[src/rtl/txl_pkg.sv]
package txl_pkg;

    localparam int LVL_W = 8;

    typedef enum logic {
        SRC_CTS = 1'b0,
        SRC_DSR = 1'b1
    } flow_src_e;

    typedef struct packed {
        logic push;
        logic pop;
    } fifo_evt_t;

    typedef enum logic [1:0] {
        OP_HOLD = 2'd0,
        OP_INC  = 2'd1,
        OP_DEC  = 2'd2
    } lvl_op_e;

    function automatic lvl_op_e decode_op(fifo_evt_t ev, logic full, logic empty);
        lvl_op_e op;
        op = OP_HOLD;
        if (ev.push && !ev.pop && !full)
            op = OP_INC;
        else if (ev.pop && !ev.push && !empty)
            op = OP_DEC;
        return op;
    endfunction

    function automatic logic [LVL_W-1:0] clamp_level(logic [LVL_W-1:0] v,
                                                     logic [LVL_W-1:0] cap);
        return (v > cap) ? cap : v;
    endfunction

endpackage

[src/rtl/txl_level_counter.sv]
module txl_level_counter
    import txl_pkg::*;
#(
    parameter int DEPTH = 64
) (
    input  logic             clk,
    input  logic             rst,
    input  fifo_evt_t        evt_i,
    output logic [LVL_W-1:0] level_o,
    output logic             empty_o
);
    localparam logic [LVL_W-1:0] FULL_V = LVL_W'(DEPTH);

    logic [LVL_W-1:0] level_q;
    logic             full;
    lvl_op_e          op;

    assign full    = (level_q == FULL_V);
    assign empty_o = (level_q == '0);
    assign op      = decode_op(evt_i, full, empty_o);

    always_ff @(posedge clk) begin
        if (rst) begin
            level_q <= '0;
        end else begin
            unique case (op)
                OP_INC:  level_q <= level_q + LVL_W'(1);
                OP_DEC:  level_q <= level_q - LVL_W'(1);
                default: level_q <= level_q;
            endcase
        end
    end

    assign level_o = level_q;

    a_r2_level_bound: assert property (@(posedge clk) disable iff (rst)
        level_q <= FULL_V);

    a_r2_single_push_step: assert property (@(posedge clk) disable iff (rst)
        (evt_i.push && !evt_i.pop && level_q < FULL_V) |=> level_q == $past(level_q) + LVL_W'(1));

    a_r3_no_overflow: assert property (@(posedge clk) disable iff (rst)
        (evt_i.push && !evt_i.pop && level_q == FULL_V) |=> level_q == FULL_V);

    a_r4_no_underflow: assert property (@(posedge clk) disable iff (rst)
        (evt_i.pop && !evt_i.push && level_q == '0) |=> level_q == '0);

    a_r5_paired_hold: assert property (@(posedge clk) disable iff (rst)
        (evt_i.push && evt_i.pop) |=> $stable(level_q));

endmodule

[src/rtl/txl_trigger_reg.sv]
module txl_trigger_reg
    import txl_pkg::*;
#(
    parameter int DEPTH = 64
) (
    input  logic             clk,
    input  logic             rst,
    input  logic             wr_i,
    input  logic [LVL_W-1:0] data_i,
    output logic [LVL_W-1:0] trig_o
);
    localparam logic [LVL_W-1:0] CAP_V = LVL_W'(DEPTH);

    logic [LVL_W-1:0] trig_q;

    always_ff @(posedge clk) begin
        if (rst)
            trig_q <= '0;
        else if (wr_i)
            trig_q <= clamp_level(data_i, CAP_V);
    end

    assign trig_o = trig_q;

    a_r6_trig_bound: assert property (@(posedge clk) disable iff (rst)
        trig_q <= CAP_V);

    a_r6_trig_hold: assert property (@(posedge clk) disable iff (rst)
        !wr_i |=> $stable(trig_q));

endmodule

[src/rtl/txl_sync_chain.sv]
module txl_sync_chain #(
    parameter int   STAGES    = 2,
    parameter logic RESET_VAL = 1'b1
) (
    input  logic clk,
    input  logic rst,
    input  logic d_i,
    output logic q_o
);
    logic [STAGES:0] chain;

    assign chain[0] = d_i;

    for (genvar i = 0; i < STAGES; i++) begin : g_stage
        always_ff @(posedge clk) begin
            if (rst)
                chain[i+1] <= RESET_VAL;
            else
                chain[i+1] <= chain[i];
        end
    end

    assign q_o = chain[STAGES];

endmodule

[src/rtl/txl_flow_gate.sv]
module txl_flow_gate
    import txl_pkg::*;
#(
    parameter int SYNC_STAGES = 2
) (
    input  logic      clk,
    input  logic      rst,
    input  logic      en_i,
    input  flow_src_e sel_i,
    input  logic      cts_n_i,
    input  logic      dsr_n_i,
    input  logic      has_data_i,
    output logic      permit_o
);
    logic cts_n_s;
    logic dsr_n_s;
    logic line_n;
    logic blocked;

    txl_sync_chain #(.STAGES(SYNC_STAGES), .RESET_VAL(1'b1)) u_cts_sync (
        .clk (clk),
        .rst (rst),
        .d_i (cts_n_i),
        .q_o (cts_n_s)
    );

    txl_sync_chain #(.STAGES(SYNC_STAGES), .RESET_VAL(1'b1)) u_dsr_sync (
        .clk (clk),
        .rst (rst),
        .d_i (dsr_n_i),
        .q_o (dsr_n_s)
    );

    always_comb begin
        unique case (sel_i)
            SRC_DSR: line_n = dsr_n_s;
            default: line_n = cts_n_s;
        endcase
    end

    assign blocked  = en_i && line_n;
    assign permit_o = has_data_i && !blocked;

endmodule

[src/rtl/txl_tx_level.sv]
module txl_tx_level
    import txl_pkg::*;
#(
    parameter int DEPTH       = 64,
    parameter int SYNC_STAGES = 2
) (
    input  logic       clk,
    input  logic       rst,
    input  logic       push_i,
    input  logic       pop_i,
    input  logic       trig_wr_i,
    input  logic [7:0] trig_data_i,
    input  logic       auto_flow_en_i,
    input  logic       flow_sel_i,
    input  logic       cts_n_i,
    input  logic       dsr_n_i,
    output logic [7:0] level_o,
    output logic       low_water_irq_o,
    output logic       tx_permit_o
);
    fifo_evt_t        evt;
    logic [LVL_W-1:0] level;
    logic [LVL_W-1:0] trig;
    logic             empty;
    flow_src_e        src;

    assign evt.push = push_i;
    assign evt.pop  = pop_i;
    assign src      = flow_src_e'(flow_sel_i);

    txl_level_counter #(.DEPTH(DEPTH)) u_counter (
        .clk     (clk),
        .rst     (rst),
        .evt_i   (evt),
        .level_o (level),
        .empty_o (empty)
    );

    txl_trigger_reg #(.DEPTH(DEPTH)) u_trigger (
        .clk    (clk),
        .rst    (rst),
        .wr_i   (trig_wr_i),
        .data_i (trig_data_i),
        .trig_o (trig)
    );

    txl_flow_gate #(.SYNC_STAGES(SYNC_STAGES)) u_gate (
        .clk        (clk),
        .rst        (rst),
        .en_i       (auto_flow_en_i),
        .sel_i      (src),
        .cts_n_i    (cts_n_i),
        .dsr_n_i    (dsr_n_i),
        .has_data_i (!empty),
        .permit_o   (tx_permit_o)
    );

    assign level_o         = level;
    assign low_water_irq_o = (level < trig);

    a_r8_no_permit_when_empty: assert property (@(posedge clk) disable iff (rst)
        (level_o == 8'd0) |-> !tx_permit_o);

    a_r7_full_queue_quiet: assert property (@(posedge clk) disable iff (rst)
        (level_o == 8'(DEPTH)) |-> !low_water_irq_o);

endmodule

[config.mk]
export PLATFORM = sky130hd
export DESIGN_NAME = txl_tx_level
export DESIGN_NICKNAME = d
export VERILOG_FILES = /design/src/rtl/txl_pkg.sv /design/src/rtl/txl_level_counter.sv /design/src/rtl/txl_trigger_reg.sv /design/src/rtl/txl_sync_chain.sv /design/src/rtl/txl_flow_gate.sv /design/src/rtl/txl_tx_level.sv
export SDC_FILE = /design/constraint.sdc
export NUM_CORES = 1
export LEC_CHECK = 0
export CAP_MARGIN = 5
export CORE_MARGIN = 2
export CORE_UTILIZATION = 56
export CTS_BUF_LIST = sky130_fd_sc_hd__clkbuf_2 sky130_fd_sc_hd__clkbuf_4 sky130_fd_sc_hd__clkbuf_8
export CTS_CLUSTER_DIAMETER = 60
export DETAILED_ROUTE_END_ITERATION = 10
export PLACE_DENSITY_LB_ADDON = 0.2
export SETUP_SLACK_MARGIN = 0.1
export SYNTH_ARGS = -nofsm -noshare
export SYNTH_HDL_FRONTEND = slang
export SYNTH_SLANG_ARGS = --single-unit
[constraint.sdc]
create_clock -name clk -period 6.7 [get_ports clk]
set_input_delay 1.34 -clock clk [delete_from_list [all_inputs] [get_ports clk]]
set_output_delay 1.34 -clock clk [all_outputs]
set_load 0.005 [all_outputs]
==> results of run 1 <==
[logic make-up after synthesis]
| kind of cell | after synthesis | synth area share |
|---|---|---|
| adders and majority gates | 14 | 0.1453 |
| muxes | 3 | 0.02488 |
| buffers and inverters | 13 | 0.04379 |
| and+or+nand+nor | 43 | 0.2179 |
| xor gates and xnor gates | 3 | 0.02090 |
| AOI/OAI and AO/OA | 39 | 0.2289 |
| DFF | 20 | 0.3184 |
[final cells by class]
cell class | instances | area, sq um
clock buffer | 3 | 22.52
timing repair buffer | 26 | 260.3
multi-input combinational | 102 | 802.0
sequential | 20 | 400.4
tap | 28 | 35.03
clock inverter | 1 | 30.03
inverter | 10 | 40.04
fill | 179 | 579.3
[power groups by stage]
stage / Sequential [uW] / Combinational (uW) / Clock, uW
floorplan: 150 / 125 / 0
global placement: 153 / 179 / 0
detailed placement: 154 / 190 / 0
CTS: 151 / 193 / 99.8
global route: 153 / 212 / 104
finish: 152 / 192 / 99.5
[state kept, by name, indices dropped and copies added (netlist names)]
signal                   cells
u_gate.u_cts_sync.q_o        1
u_gate.u_dsr_sync.chain      1
u_trigger.trig_o             8
u_gate.u_cts_sync.chain      1
u_counter.level_o            8
u_gate.u_dsr_sync.q_o        1
[worst min-delay path by stage]
| stage | start | slack [ns] | to | cells past startpoint |
|---|---|---|---|---|
| final | u_gate.u_cts_sync.chain[1] | 0.43 | u_gate.u_cts_sync.q_o | 1 |
| after global routing | u_gate.u_dsr_sync.chain[1] | 0.45 | u_gate.u_dsr_sync.q_o | 1 |
| after CTS | u_gate.u_cts_sync.chain[1] | 0.44 | u_gate.u_cts_sync.q_o | 1 |
| after detailed placement | u_gate.u_cts_sync.chain[1] | 0.41 | u_gate.u_cts_sync.q_o | 1 |
| after global placement | u_gate.u_dsr_sync.chain[1] | 0.39 | u_gate.u_dsr_sync.q_o | 1 |
| after floorplan | u_gate.u_cts_sync.chain[1] | 0.38 | u_gate.u_cts_sync.q_o | 1 |
[metrics by stage]
step | instances | hold WS [ns] | power, uW | setup slack, ns
after floorplan | 135 | 0.3832 | 274.3 | 3.464
after detailed placement | 186 | 0.4059 | 344.0 | 2.562
after CTS | 190 | 0.4354 | 443.8 | 2.557
after global placement | 186 | 0.3940 | 331.8 | 2.596
after global routing | 190 | 0.4481 | 469.5 | 2.477
final | 190 | 0.4296 | 443.5 | 2.545
[cells in the final DEF, fill, tap and decap left out, types with 3 or more instances in the layout]
cell,Yosys,layout
sky130_fd_sc_hd__nor2_1,8,8
sky130_fd_sc_hd__inv_1,9,9
sky130_fd_sc_hd__xnor2_1,3,3
sky130_fd_sc_hd__dfxtp_1,20,20
sky130_fd_sc_hd__clkdlybuf4s50_1,0,26
sky130_fd_sc_hd__clkbuf_4,0,3
sky130_fd_sc_hd__ha_1,13,13
sky130_fd_sc_hd__nand3_1,6,6
sky130_fd_sc_hd__o21ai_0,4,4
sky130_fd_sc_hd__a21oi_1,12,12
sky130_fd_sc_hd__nor2b_1,5,5
sky130_fd_sc_hd__o21ai_1,3,3
sky130_fd_sc_hd__nor3_1,3,3
sky130_fd_sc_hd__nand2b_1,8,8
sky130_fd_sc_hd__or2_1,4,4
[metal layers]
metal | vias up | global-route usage
li1 | 544 | -
met1 | 514 | 0.2891
met2 | 33 | 0.3910
met3 | 2 | 0.03216
met4 | 0 | 0.08333
met5 | - | 0
==> out/results.txt, run 1 <==
The DRC violation total after the first TritonRoute iteration was 16; the number of primary I/O pins was 27. The number of search-and-repair iterations in the first detailed-routing pass is 4. After floorplanning, the core was sized to cover 2170 sq um. The top flip-flop cell by instance count after synthesis is sky130_fd_sc_hd__dfxtp_1.

The highest layer touched by signal routing is met4. Clock tree synthesis found a total of 20 sinks. The min-delay analysis places its worst path in the category flip-flop to flip-flop. Clock period minus final worst setup slack: 4.156 ns. The count of input and output buffers was 26; the fraction of layout cells with a size suffix above 1 was 0.08642. For this run, design rule violations remaining after detail routing come to 0.

VDD sags by at most 0.0002249 V. The sequential group share of total power is 0.343, and the number of H-tree branching levels is 1. Total vias in the final route: 1,093. Worst clock skew: 0.002454 ns. Dividing total power by cell area gives a power density of 278.9 nW/um^2. Global-route wire length before repair: 4554 um.

The tools report the kind of end point of the critical path as a primary output. The critical path runs through a total of 4 cells. The launch point of the worst reg-to-reg path is u_counter.level_o[2]. The detailed-placement wirelength estimate came out at 2084 um.

At the worst endpoint, the required time is 5.36 ns. At the pin with the least slew margin, the transition time is 0.7921 ns. The area of the die was 2640 sq um. The total met2 wirelength after detailed routing was 1394 um; the count of buffering cells on the critical path with inverters included was 2.

By startpoint and endpoint, the worst setup path is classified as primary input to primary output. After detailed routing, the wire length on met1 is 1208 um. The part of the Yosys area used for sequential elements is 0.3184, and the synthesis-to-layout area growth is 26.47%. The post-detailed-route via-to-cell ratio came out at 5.753. The run gives 0.4703 as the max-slew headroom at the worst pin.

CTS placed an instance of sky130_fd_sc_hd__clkbuf_4 at the clock tree root. The maximum clock rate was 240.6 MHz; the total standard cell area after synthesis was 1257 sq um. The period utilization came out at 0.6202. The detailed-route wire length per cell came out at 14.41 um. Counting stages on the worst path, the most repeated cell is sky130_fd_sc_hd__clkdlybuf4s50_1. In the synthesized netlist, the number of instances is 135. The total of warnings raised by yosys came out at 0.

For the share of total power in combinational logic, the log shows 0.433. Setup repair after global routing left no endpoint under its margin. The critical path goes through clkdlybuf4s50_1, mux2_1, a22oi_1, clkdlybuf4s50_1. The number of antenna-violating nets in the routed design was 0.

Ranked by total cell area, the synthesized netlist is headed by sky130_fd_sc_hd__dfxtp_1 (32%), sky130_fd_sc_hd__ha_1 (13%), sky130_fd_sc_hd__a21oi_1 (4.8%). After synthesis the netlist holds a flip-flop and latch count of 20. Cell internal power was estimated by the tool at 294.6 uW.

The overall routing resource usage is 0.2282, and the clock transition at the register clock pins on the worst setup and hold paths after CTS is 0.12 ns. The initial antenna violation count came out at 0. The share of synthesized flip-flops with an asynchronous set or reset is 0.

In this run the worst setup path begins at flow_sel_i. Grouping stages by cell kind, the critical path spends the most delay in buffers and inverters. The run finished with clean final reports. Max-cap violations in this run came to 0.

After clock tree synthesis, the repair step resized 0 gates. In this run, distinct cell masters in the synthesized netlist total 42. Maximum fanout count along the critical path: 1. Once placement finished, the instance area stood at 1538 sq um. The final cell utilization of the core is 0.7330. The run gives 0 as the final-report max-slew violation count. The tools report the capturing point of the worst reg2reg path as u_counter.level_o[6]. In this run the worst setup path terminates at tx_permit_o.

The commonest cells after synthesis are sky130_fd_sc_hd__dfxtp_1 (20), sky130_fd_sc_hd__ha_1 (13), sky130_fd_sc_hd__a21oi_1 (12). The number of nets in the synthesized netlist is 166. The finished cells cover 1590 sq um. After the last flow step, the layout net total stands at 194. Summed over all cells, the static leakage comes to 0.0006236 uW. No sink is reached through more buffers than the 2 on the longest clock path. For this run, the slowest stage of the critical path takes 0.53 ns.

The clock network fraction of design power is 0.224, and the setup TNS after final layout is 0 ns. The die is 51.39 um tall. The path depth of the worst reg2reg path works out to 9.

The most common cell in the netlist was sky130_fd_sc_hd__dfxtp_1. At the worst endpoint, the arrival time is 2.82 ns. The share of the synthesized area in the top cell type is 0.3184, and the final weighted congestion of routability-driven global placement is 0.8848.

In this run the power spent charging and discharging nets is 148.9 uW. 0 antenna diodes ended up in the layout. The logs give 118 um for the routed length on met3 and 0 for the count of hold buffers inserted by post-cts repair. Number of synthesized flops with an enable pin: 0. After global routing the overflow that remains totals 0.

Overall die width: 51.39 um. TritonCTS built the clock tree. After detailed routing, the total wire length is 2737 um. The effective utilization at floorplan was 0.5796; the post-synthesis average cell area was 9.314 sq um. The largest individual stage delay along the critical path comes from the cell sky130_fd_sc_hd__clkdlybuf4s50_1. For the clock network latency to the later pin of the worst-skew pair, the log shows 0.30 ns. The share of total power consumed by net switching came out at 0.3357. The largest total area in the synthesized netlist belongs to sky130_fd_sc_hd__dfxtp_1. The largest net degree at the start of global routing was 22; the number of buffers inserted during clock tree synthesis was 3. Setup violations remaining at the end of the flow were counted as 0. The post-CTS repair timing setup buffer count was 0; the number of global-route vias before repair was 1,049. The number of hold-slack violations in the final timing report was 0. In this run the register-to-register setup slack is 3.98 ns.

The tools report the startpoint type of the worst setup path as a primary input. The number of placement rows is 17.
Note: power is estimated with default switching activity, not from simulation.
==> run 2: changes to the inputs <==
--- a/config.mk
+++ b/config.mk
@@ -7,7 +7,7 @@
 export LEC_CHECK = 0
 export CAP_MARGIN = 5
 export CORE_MARGIN = 2
-export CORE_UTILIZATION = 56
+export CORE_UTILIZATION = 52
 export CTS_BUF_LIST = sky130_fd_sc_hd__clkbuf_2 sky130_fd_sc_hd__clkbuf_4 sky130_fd_sc_hd__clkbuf_8
 export CTS_CLUSTER_DIAMETER = 60
 export DETAILED_ROUTE_END_ITERATION = 10
==> constraint.sdc (replaced) <==
create_clock -name clk -period 3.9 [get_ports clk]
set_input_delay 0.78 -clock clk [delete_from_list [all_inputs] [get_ports clk]]
set_output_delay 0.78 -clock clk [all_outputs]
set_load 0.005 [all_outputs]
==> out/results.txt, run 2 (synthesis gave the netlist of run 1 again) <==
Adding up every negative setup slack in the final design gives 0 ns. The flow ran to the end, and the final reports show no timing, DRC or antenna violations. Max-slew headroom at the worst pin: 0.4637. The logs give 0.6203 ns for the post-placement setup slack and 0.31 ns for the clock network latency to the later pin of the worst-skew pair. Number of H-tree branching levels: 1. The measured slew at the worst slew-check pin is 0.8020 ns. The number of gates resized after CTS was 0. After clock tree synthesis, the clock-pin slew on the worst setup and hold paths is 0.12 ns.

The run gives 0.0002745 V as the peak supply drop. The hold-critical path depth was 1; the detailed-placement wirelength estimate was 1883 um. The die covers 2828 sq um. The kind of critical path was flip-flop to primary output. The worst min-delay path class is flip-flop to flip-flop. The final weighted congestion of routability-driven global placement is 0.8664, and the post-detailed-route via-to-cell ratio is 5.558. In this run the clock root is driven by a sky130_fd_sc_hd__clkbuf_4. The startpoint type of the worst setup path is a flip-flop. The run gives 0 as the number of hold-slack violations in the final timing report.

The total congestion overflow after global routing came out at 0. The clock period minus final worst setup slack was 3.134 ns; the maximum fanout count along the critical path was 5. Entering global routing, the biggest net connects 22 pins.

Kind of end point of the critical path: a primary output. The run gives 2.35 ns as the endpoint arrival time on the critical path. The final cell utilization of the core is 0.7053, and the worst setup margin is 0.7659 ns. The fraction of layout cells with a size suffix above 1 was 0.08642. The first global-routing pass estimated 4236 um of wire. 27 I/O pins were placed. The effective utilization at floorplan came out at 0.5577. The number of search-and-repair iterations in the first detailed-routing pass came out at 3. The library cell used most frequently in the layout, excluding fill and tap cells, is sky130_fd_sc_hd__clkdlybuf4s50_1. Setup repair after global routing left no endpoint under its margin. The maximum clock rate was 319.1 MHz; the number of design rule violations left after detail routing was 0. In this run the static leakage power is 0.0006236 uW. The die is 53.18 um wide. The floorplan step defined a core boundary enclosing 2255 sq um. The chip height is 53.18 um. Power per cell area: 470.7 nW/um^2. The tools report the placement-stage cell area as 1538 sq um. TritonCTS built the clock tree. The overall routing resource usage was 0.2058; the clock sink total was 20. The library cells used most frequently in the layout, excluding fill and tap cells, are sky130_fd_sc_hd__clkdlybuf4s50_1 (26), sky130_fd_sc_hd__dfxtp_1 (20), sky130_fd_sc_hd__ha_1 (13). The tool flagged a number of max-cap violations equal to 0. Setup slack on the worst reg-to-reg path comes out at 1.24 ns. The tools report the number of buffers inserted during clock tree synthesis as 3. The number of global-route vias before repair was 1,015. The path depth of the worst reg2reg path was 9. The number of antenna cells inserted is 0, and the detailed-route wire length per cell is 13.00 um. The tools report the total non-filler cell area in the finished layout as 1590 sq um. The final-report max-slew violation count came out at 0.

The worst hold path terminates at u_gate.u_cts_sync.q_o. The period utilization works out to 0.8036. The DRC violation total after the first TritonRoute iteration came out at 6. The net count reported at finish came out at 194. The final route contains 1,056 vias.

For the aggregate routed wire length, the log shows 2470 um. The clock passes through at most 2 buffers. The number of placement rows came out at 17. The tools report the endpoint required time on the critical path as 3.12 ns. In this run the critical register-to-register path is captured at u_counter.level_o[6]. Across the routed clock network, the largest skew measured is 0.005683 ns. The post-CTS repair timing setup buffer count was 0; the count of hold buffers inserted by post-cts repair was 0.

The number of antenna-violating nets in the routed design came out at 0. Count of input and output buffers: 26. The tools report the initial antenna violation count as 0.

The synthesis-to-layout area growth was 26.47%; the post-route worst hold slack was 0.4305 ns. In this run the most critical hold path is launched from u_gate.u_cts_sync.chain[1]. The tools report the launch point of the worst reg-to-reg path as u_counter.level_o[2]. The number of failing setup endpoints in the final timing report is 0.
-- run 2: cell counts in the layout (fill, tap and decap cells not counted) --
No cell type changed its count.
-- run 2: power breakdown --
part / total, uW / internal [uW] / switching [uW]
logic: 319 / 177 / 141
registers: 259 / 224 / 34.7
clock network: 171 / 104 / 66.9
-- run 2: how the worst max path moves through the flow --
stage	start	end	slack [ns]
6_report	u_counter.level_o[4]	low_water_irq_o	0.77
5_1_grt	u_counter.level_o[4]	low_water_irq_o	0.61
4_1_cts	u_counter.level_o[4]	low_water_irq_o	0.75
3_5_place_dp	pop_i	u_counter.level_o[6]	0.62
3_3_place_gp	pop_i	u_counter.level_o[6]	0.69
2_1_floorplan	pop_i	u_counter.level_o[6]	1.22
-- run 2: worst max-delay path, stage by stage (launching register included) --
cell                              delay (ns)
sky130_fd_sc_hd__dfxtp_1                0.48
sky130_fd_sc_hd__ha_1                   0.29
sky130_fd_sc_hd__a21o_1                 0.18
sky130_fd_sc_hd__a21oi_1                0.14
sky130_fd_sc_hd__o21ai_1                0.08
sky130_fd_sc_hd__a211o_1                0.29
sky130_fd_sc_hd__o21ai_1                0.08
sky130_fd_sc_hd__clkdlybuf4s50_1        0.52
-- run 2: final cells by class --
type / instances / area, sq um
clock buffers: 3 / 22.52
clock inverters: 1 / 30.03
fillers: 184 / 664.4
inverters: 10 / 40.04
multi-input cells: 102 / 802.0
flip-flops and latches: 20 / 400.4
well taps: 28 / 35.03
repair buffers: 26 / 260.3
-- run 2: layer usage --
layer  track usage  vias up  part of all wire  wire (um)
li1              -      546                 -          -
met1        0.2569      482              0.49       1203
met2        0.3458       23              0.45       1121
met3       0.02542        5             0.039         97
met4        0.1026        0             0.019         48
met5             0        -                 0          0
-- run 2: per-stage QoR --
step                      cells  total power [uW]
after floorplan             135             471.2
after global placement      186             573.9
after detailed placement    186             581.5
after CTS                   190             757.0
after global routing        190             802.7
final                       190             748.6
